## src/rtl/hsr_pkg.sv

```systemverilog
package hsr_pkg;

  // Counter width able to hold the value w.
  function automatic int unsigned cnt_width(input int unsigned w);
    return (w < 2) ? 1 : $clog2(w + 1);
  endfunction

  // Cycles from the first edge sampling the input high to the output rise.
  function automatic int unsigned fire_latency(input int unsigned stages);
    return stages + 1;
  endfunction

  // Smallest spacing of accepted rises, in cycles.
  function automatic int unsigned min_accept_gap(input int unsigned mask_w);
    return mask_w + 2;
  endfunction

endpackage

```

## src/rtl/hsr_sync.sv

```systemverilog
module hsr_sync #(
  parameter int unsigned STAGES = 2
) (
  input  logic clk,
  input  logic rst_n,
  input  logic d,
  output logic q
);
  logic [STAGES-1:0] sh;

  always_ff @(posedge clk) begin
    if (!rst_n) sh <= '0;
    else        sh <= {sh[STAGES-2:0], d};
  end

  assign q = sh[STAGES-1];
endmodule

```

## src/rtl/hsr_rise.sv

```systemverilog
module hsr_rise (
  input  logic clk,
  input  logic rst_n,
  input  logic d,
  output logic rise
);
  logic d_q;

  always_ff @(posedge clk) begin
    if (!rst_n) d_q <= 1'b0;
    else        d_q <= d;
  end

  assign rise = d & ~d_q;
endmodule

```

## src/rtl/hsr_oneshot.sv

```systemverilog
module hsr_oneshot #(
  parameter int unsigned WIDTH  = 8,
  parameter bit          RETRIG = 1'b1
) (
  input  logic clk,
  input  logic rst_n,
  input  logic trig,
  output logic pulse
);
  localparam int unsigned    CW   = hsr_pkg::cnt_width(WIDTH);
  localparam logic [CW-1:0]  LOAD = CW'(WIDTH);

  logic [CW-1:0] cnt;
  logic          load;

  generate
    if (RETRIG) begin : g_retrig
      assign load = trig;
    end else begin : g_single
      assign load = trig && (cnt == '0);
    end
  endgenerate

  always_ff @(posedge clk) begin
    if (!rst_n)          cnt <= '0;
    else if (load)       cnt <= LOAD;
    else if (cnt != '0)  cnt <= cnt - 1'b1;
  end

  assign pulse = (cnt != '0);
endmodule

```

## src/rtl/hsync_regen.sv

```systemverilog
module hsync_regen #(
  parameter int unsigned SYNC_STAGES = 2,
  parameter int unsigned STRETCH_CYC = 400,
  parameter int unsigned OUT_CYC     = 945,
  parameter int unsigned MASK_CYC    = 1750
) (
  input  logic clk,
  input  logic rst_n,
  input  logic sync_in,
  output logic hsync_out,
  output logic mask_open
);
  logic sync_q;
  logic in_rise;
  logic stretch_q;
  logic stretch_rise;
  logic fire;
  logic hsync_q;
  logic hsync_rise;
  logic mask_q;

  hsr_sync #(.STAGES(SYNC_STAGES)) i_sync (
    .clk(clk), .rst_n(rst_n), .d(sync_in), .q(sync_q)
  );

  hsr_rise i_in_edge (
    .clk(clk), .rst_n(rst_n), .d(sync_q), .rise(in_rise)
  );

  hsr_oneshot #(.WIDTH(STRETCH_CYC), .RETRIG(1'b1)) i_stretch (
    .clk(clk), .rst_n(rst_n), .trig(in_rise), .pulse(stretch_q)
  );

  hsr_rise i_st_edge (
    .clk(clk), .rst_n(rst_n), .d(stretch_q), .rise(stretch_rise)
  );

  // Only the leading edge of the stretched pulse, seen through an open mask, fires.
  assign fire = stretch_rise & ~mask_q;

  hsr_oneshot #(.WIDTH(OUT_CYC), .RETRIG(1'b0)) i_out (
    .clk(clk), .rst_n(rst_n), .trig(fire), .pulse(hsync_q)
  );

  hsr_rise i_out_edge (
    .clk(clk), .rst_n(rst_n), .d(hsync_q), .rise(hsync_rise)
  );

  hsr_oneshot #(.WIDTH(MASK_CYC), .RETRIG(1'b1)) i_mask (
    .clk(clk), .rst_n(rst_n), .trig(hsync_rise), .pulse(mask_q)
  );

  assign hsync_out = hsync_q;
  assign mask_open = ~mask_q;
endmodule

```

## config.mk

```make
export PLATFORM = sky130hd
export DESIGN_NAME = hsync_regen
export DESIGN_NICKNAME = d
export VERILOG_FILES = /design/src/rtl/hsr_pkg.sv /design/src/rtl/hsr_sync.sv /design/src/rtl/hsr_rise.sv /design/src/rtl/hsr_oneshot.sv /design/src/rtl/hsync_regen.sv
export SDC_FILE = /design/constraint.sdc
export NUM_CORES = 1
export LEC_CHECK = 0
export BUFFER_PORTS_ARGS = -buffer_cell sky130_fd_sc_hd__buf_4
export CORE_UTILIZATION = 63
export CTS_BUF_LIST = sky130_fd_sc_hd__clkbuf_8
export CTS_CLUSTER_DIAMETER = 60
export DETAILED_ROUTE_END_ITERATION = 8
export PLACE_DENSITY = 0.89
export SKIP_CTS_REPAIR_TIMING = 1
export SYNTH_ARGS = -nofsm -noshare
export SYNTH_HDL_FRONTEND = slang
export SYNTH_SLANG_ARGS = --single-unit
export TNS_END_PERCENT = 20
```

## constraint.sdc

```tcl
create_clock -name clk -period 2.7 [get_ports clk]
set_clock_uncertainty 0.2 [all_clocks]
set_input_delay 0.27 -clock clk [delete_from_list [all_inputs] [get_ports clk]]
set_output_delay 0.27 -clock clk [all_outputs]
set_load 0.03 [all_outputs]
```

==> results of run 1 <==
[final cells by class]
type | instances | area [um^2]
multi-input cells | 138 | 905
flip-flops and latches | 35 | 701
fillers | 192 | 638
clock buffers | 7 | 96.3
repair buffers | 7 | 55.1
inverters | 11 | 41.3
well taps | 30 | 37.5
clock inverters | 1 | 3.75
[metrics by stage]
step                      setup WS (ns)  cells  hold slack (ns)  cell area (um^2)  util (%)
after floorplan                   0.695    187            0.197              1670         -
after global placement            0.476    218            0.231              1710      69.2
after detailed placement          0.369    218            0.264              1710      69.2
after CTS                        0.0276    226          -0.0184              1810      73.2
after global routing              0.124    229           0.0993              1840      74.2
final                             0.216    229           0.0888              1840      74.2
[registers in the layout (all words and copies together), names as in the netlist]
register	count
i_stretch.cnt	9
i_sync.sh	2
i_mask.cnt	11
i_out_edge.d_q	1
i_in_edge.d_q	1
i_st_edge.d_q	1
i_out.cnt	10
[worst max-delay path, stage by stage, from the launching register on]
cell     delay [ns]
dfxtp_1        0.32
inv_1          0.12
ha_1           0.18
or4b_1         0.53
nor3_4         0.27
inv_2          0.11
buf_4          0.18
[per-layer routing]
| layer | up-vias | share of wire, % |
|---|---|---|
| met5 | - | 0 |
| met1 | 661 | 44 |
| met3 | 9 | 4.5 |
| met2 | 40 | 50 |
| met4 | 0 | 1.8 |
| li1 | 704 | - |
[Yosys cell counts, drive strengths merged (4+ instances only)]
cell type	count	area share [%]
nand3	4	1.2
nor2b	5	1.9
nor3	11	4.6
a21oi	11	3.3
a211oi	4	2.1
dfxtp	35	42
or4	4	2.0
inv	11	2.5
and2	4	1.5
ha	5	3.8
nand2b	6	2.3
or3	10	3.8
o21ai	7	2.1
xnor2	4	2.1
a31oi	8	3.0
nand2	7	1.6
nor2	20	4.5
mux2i	4	2.4
[final timing paths]
kind	end	slack, ns	cells after the start
max	hsync_out	0.22	6
min	i_mask.cnt[1]	0.09	2
max reg2reg	i_out.cnt[8]	0.46	7
min reg2reg	i_in_edge.d_q	0.28	1
[logic make-up after synthesis]
| group | count (synthesis) |
|---|---|
| simple gates | 80 |
| compound gates | 43 |
| flops | 35 |
| buf+inv | 14 |
| xor+xnor | 6 |
| fa+ha+maj | 5 |
| mux | 4 |
[cell usage in the layout (no fill, tap or decap), types with 6 or more instances in the layout]
master    instances
a21oi_1          11
nand2b_1          6
nor2_1           20
nand2_1           7
dfxtp_1          35
clkbuf_8          7
a31oi_1           8
inv_1             9
or3_1            10
nor3_1            8
buf_4             6
[power breakdown]
part	leakage, uW	internal (uW)	switching (uW)	total (uW)
sequential	0.000290	716	205	921
combinational	0.000377	548	700	1250
clock	0.0000557	229	183	412
==> impl_metrics.py, run 1 <==
metrics = {
    "min_path": {
        "hp-class": "in2reg",
        "holdCritStartpoint": "rst_n",
    },
    "timing": {
        "rsz0062_at_grt": "false",
        "setup_violations": 0,
        "fin_crit_sh_pct": 92.0,
        "final_max_slew_viol_count": 0,
        "relSlewSlack_pct": 70.5,
        "tns_ns": 0,
        "hold_viol": 0,
        "period_needed_ns": 2.48,
        "fmax_ghz": 0.403,
        "worst_slew_pin_slew_ns": 0.441,
    },
    "drt": {
        "vias_per_cell": 6.17,
        "drc": 0,
        "route.vias.total": 1414,
        "wirelength_mm": 3.51,
        "ant_nets": 0,
        "first_iter_violations": 37,
        "dr.pass1.iters": 4,
        "wl_per_cell_um": 15.3,
    },
    "global_routing": {
        "track_usage_pct": 28.8,
        "grt_remaining_overflow": 0,
        "grt_pass1_wl_mm": 5.71,
        "grt_pass1_vias": 1333,
        "grt.busiest_layer": "met2",
        "grt_max_degree": 17,
        "grtUsageMet2_pct": 49.2,
        "met1_usage_pct": 31.2,
        "grtUsageMet3_pct": 6.32,
        "antenna_found_initial": 0,
    },
    "floorplanning": {
        "die_y_um": 53.4,
        "start_util_pct": 67.2,
        "num_rows": 18,
        "core_area_um2": 2480,
        "die_width_um": 53.4,
        "die-area_um2": 2850,
        "ioPinCount": 5,
    },
    "worst_setup_path": {
        "worst_setup_path_start_kind": "flip-flop",
        "crit_type": "reg2out",
        "r2r_start": "i_out.cnt[0]",
        "cp-end-kind": "output pin",
        "cp.required_ns": 2.23,
        "worstPathArrival_ns": 2.01,
        "crit_start": "i_out.cnt[0]",
        "cp_max_fo": 6,
    },
    "run_status": {
        "outcome": "completed",
    },
    "logic_synthesis": {
        "synth-xor-area-share_pct": 3.16,
        "synthSimpleGateAreaFrac_pct": 27.8,
        "yosys_warnings": 0,
        "postSynthCellCount": 187,
        "syn_avg_cell_area_um2": 8.91,
        "synth_compound_area_share_pct": 17.2,
        "syn_area_um2": 1670,
        "syn_nets": 195,
        "ys_seq_area_share_pct": 42.1,
        "synth_top_family_by_area": "simple AND/OR/NAND/NOR gates",
        "synth_mux_area_share_pct": 2.40,
        "synthAdderAreaFrac_pct": 3.76,
        "synth_ff_type": "dfxtp_1",
        "async_reset_ff_share_pct": 0,
        "synth_edf_count": 0,
        "synth-seq-cells": 35,
        "synth.distinct_cells": 43,
    },
    "placed_design": {
        "dp_hpwl_mm": 2.32,
        "gp_congestion": 0.751,
        "io_buffer_count": 4,
    },
    "clocking": {
        "clock_path_buffers": 2,
        "cts_tree": "built",
        "clk_pin_slew_ns": 0.07,
        "root_buffer": "clkbuf_8",
        "cts_buffers": 5,
        "cts.htree.levels": 2,
        "clock_sinks": 35,
        "clk-insertion-delay-late_ns": 0.29,
    },
    "final_layout": {
        "n_antenna_cell": 0,
        "drive_gt1_share_pct": 11.6,
        "fin_nets": 206,
        "syn2layout_area_growth_pct": 10.4,
    },
    "pwr": {
        "power_density_nw_per_um2": 1400,
        "vdd_drop_max_v": 0.00104,
        "p_leak_uw": 0.000722,
        "total_power_uw": 2580,
    },
    "run": {
        "cap_viol_max_count": 0,
    },
}
(Power assumes the default switching activity.)
==> inputs of run 2 (changes only) <==
--- a/config.mk
+++ b/config.mk
@@ -6,11 +6,11 @@
 export NUM_CORES = 1
 export LEC_CHECK = 0
 export BUFFER_PORTS_ARGS = -buffer_cell sky130_fd_sc_hd__buf_4
-export CORE_UTILIZATION = 63
+export CORE_UTILIZATION = 40
 export CTS_BUF_LIST = sky130_fd_sc_hd__clkbuf_8
 export CTS_CLUSTER_DIAMETER = 60
 export DETAILED_ROUTE_END_ITERATION = 8
-export PLACE_DENSITY = 0.89
+export PLACE_DENSITY = 0.63
 export SKIP_CTS_REPAIR_TIMING = 1
 export SYNTH_ARGS = -nofsm -noshare
 export SYNTH_HDL_FRONTEND = slang
==> impl_metrics.py, run 2 (synthesized netlist as in run 1, its figures left out) <==
metrics = {
    "timing": {
        "rsz0062_at_grt": "false",
        "period_needed_ns": 2.27,
        "fin_crit_sh_pct": 84.2,
        "setup_violations": 0,
        "fmax_ghz": 0.440,
        "relSlewSlack_pct": 69.2,
        "hold_viol": 0,
        "worst_slew_pin_slew_ns": 0.460,
        "tns_ns": 0,
        "final_max_slew_viol_count": 0,
    },
    "drt": {
        "ant_nets": 0,
        "vias_per_cell": 5.33,
        "wl_per_cell_um": 12.3,
        "route.vias.total": 1323,
        "dr.pass1.iters": 4,
        "first_iter_violations": 61,
        "drc": 0,
        "wirelength_mm": 3.04,
    },
    "clocking": {
        "cts.htree.levels": 2,
        "cts_buffers": 5,
        "clk_pin_slew_ns": 0.07,
        "root_buffer": "clkbuf_8",
        "clk-insertion-delay-late_ns": 0.28,
        "clock_sinks": 35,
        "clock_path_buffers": 2,
        "cts_tree": "built",
    },
    "placed_design": {
        "numPlacedInstances": 240,
        "dp_hpwl_mm": 2.10,
        "io_buffer_count": 4,
        "gp_congestion": 0.831,
    },
    "worst_setup_path": {
        "r2r_slack_ns": 0.65,
        "cp.required_ns": 2.23,
        "cp_max_fo": 6,
        "crit_type": "reg2out",
        "worstPathArrival_ns": 1.80,
        "cp-end-kind": "output pin",
        "worst_setup_path_start_kind": "flip-flop",
        "rr_worst_depth": 7,
    },
    "final_layout": {
        "n_antenna_cell": 0,
        "stdcell_count": 248,
        "layout.cells.most_common": "dfxtp_1",
        "regMostFlops": "i_mask.cnt",
        "drive_gt1_share_pct": 11.6,
        "top_regs": "i_mask.cnt x11, i_out.cnt x10, i_stretch.cnt x9",
        "syn2layout_area_growth_pct": 11.2,
        "largest_register_ffs": 11,
        "mostFrequentLayoutCells": "dfxtp_1 (35), nor2_1 (20), a21oi_1 (11)",
        "fin_nets": 206,
        "fin_util_pct": 46.3,
    },
    "run_status": {
        "outcome": "completed",
    },
    "global_routing": {
        "grt_pass1_wl_mm": 5.16,
        "grt_max_degree": 17,
        "antenna_found_initial": 0,
        "grt_remaining_overflow": 0,
        "track_usage_pct": 16.1,
        "grt_pass1_vias": 1143,
    },
    "floorplanning": {
        "core_area_um2": 4000,
        "die-area_um2": 4430,
        "die_width_um": 66.5,
        "num_rows": 23,
        "ioPinCount": 5,
        "die_y_um": 66.5,
        "start_util_pct": 41.6,
    },
    "min_path": {
        "hp-class": "in2reg",
        "min_path_cells": 2,
    },
    "pwr": {
        "vdd_drop_max_v": 0.000500,
        "total_power_uw": 2470,
        "power_density_nw_per_um2": 1330,
        "p_leak_uw": 0.000713,
    },
    "run": {
        "cap_viol_max_count": 0,
    },
}
-- run 2: cell count changes in the layout (fill, tap and decap cells not counted), sizes merged --
| cell | delta |
|---|---|
| clkbuf | -1 |
| clkinv | +1 |
| inv | -1 |
-- run 2: metrics by stage --
stage                     setup slack [ns]  cell area, um^2  hold WS [ns]
after detailed placement             0.631             1750         0.227
after CTS                            0.414             1840       -0.0186
final                                0.426             1850        0.0862
after global routing                 0.314             1850        0.0788
after global placement               0.672             1750         0.215
after floorplan                      0.695             1670         0.197
-- run 2: where the power goes --
part	switching, uW	internal (uW)
registers	193	715
logic	643	536
clock network	180	200
-- run 2: final cells by class --
cell class	instances	area, um^2
Inverter	11	41.3
Timing Repair Buffer	7	55.1
Sequential cell	35	701
Clock buffer	6	82.6
Multi-Input combinational cell	138	905
Tap cell	50	62.6
Clock inverter	1	5.00
Fill cell	378	2150
-- run 2: critical path, stage by stage, from the launching register on --
cell,delay [ns]
dfxtp_1,0.32
inv_1,0.11
ha_1,0.15
or4b_1,0.51
nor3_4,0.16
inv_2,0.10
buf_4,0.18
-- run 2: routing by layer --
layer / global-route usage, % / share of wire (%) / vias to the layer above
li1: - / - / 703
met2: 23.3 / 43 / 15
met5: 0 / 0 / -
met1: 20.6 / 52 / 600
met3: 6.68 / 3.4 / 5
met4: 7.18 / 1.5 / 0
-- run 2: path summary, 6_finish.rpt --
kind / start / to
hold / removal: rst_n / i_mask.cnt[1]
hold reg to reg: i_sync.sh[0] / i_sync.sh[1]
setup / recovery: i_out.cnt[0] / hsync_out
setup reg to reg: i_out.cnt[0] / i_out.cnt[7]
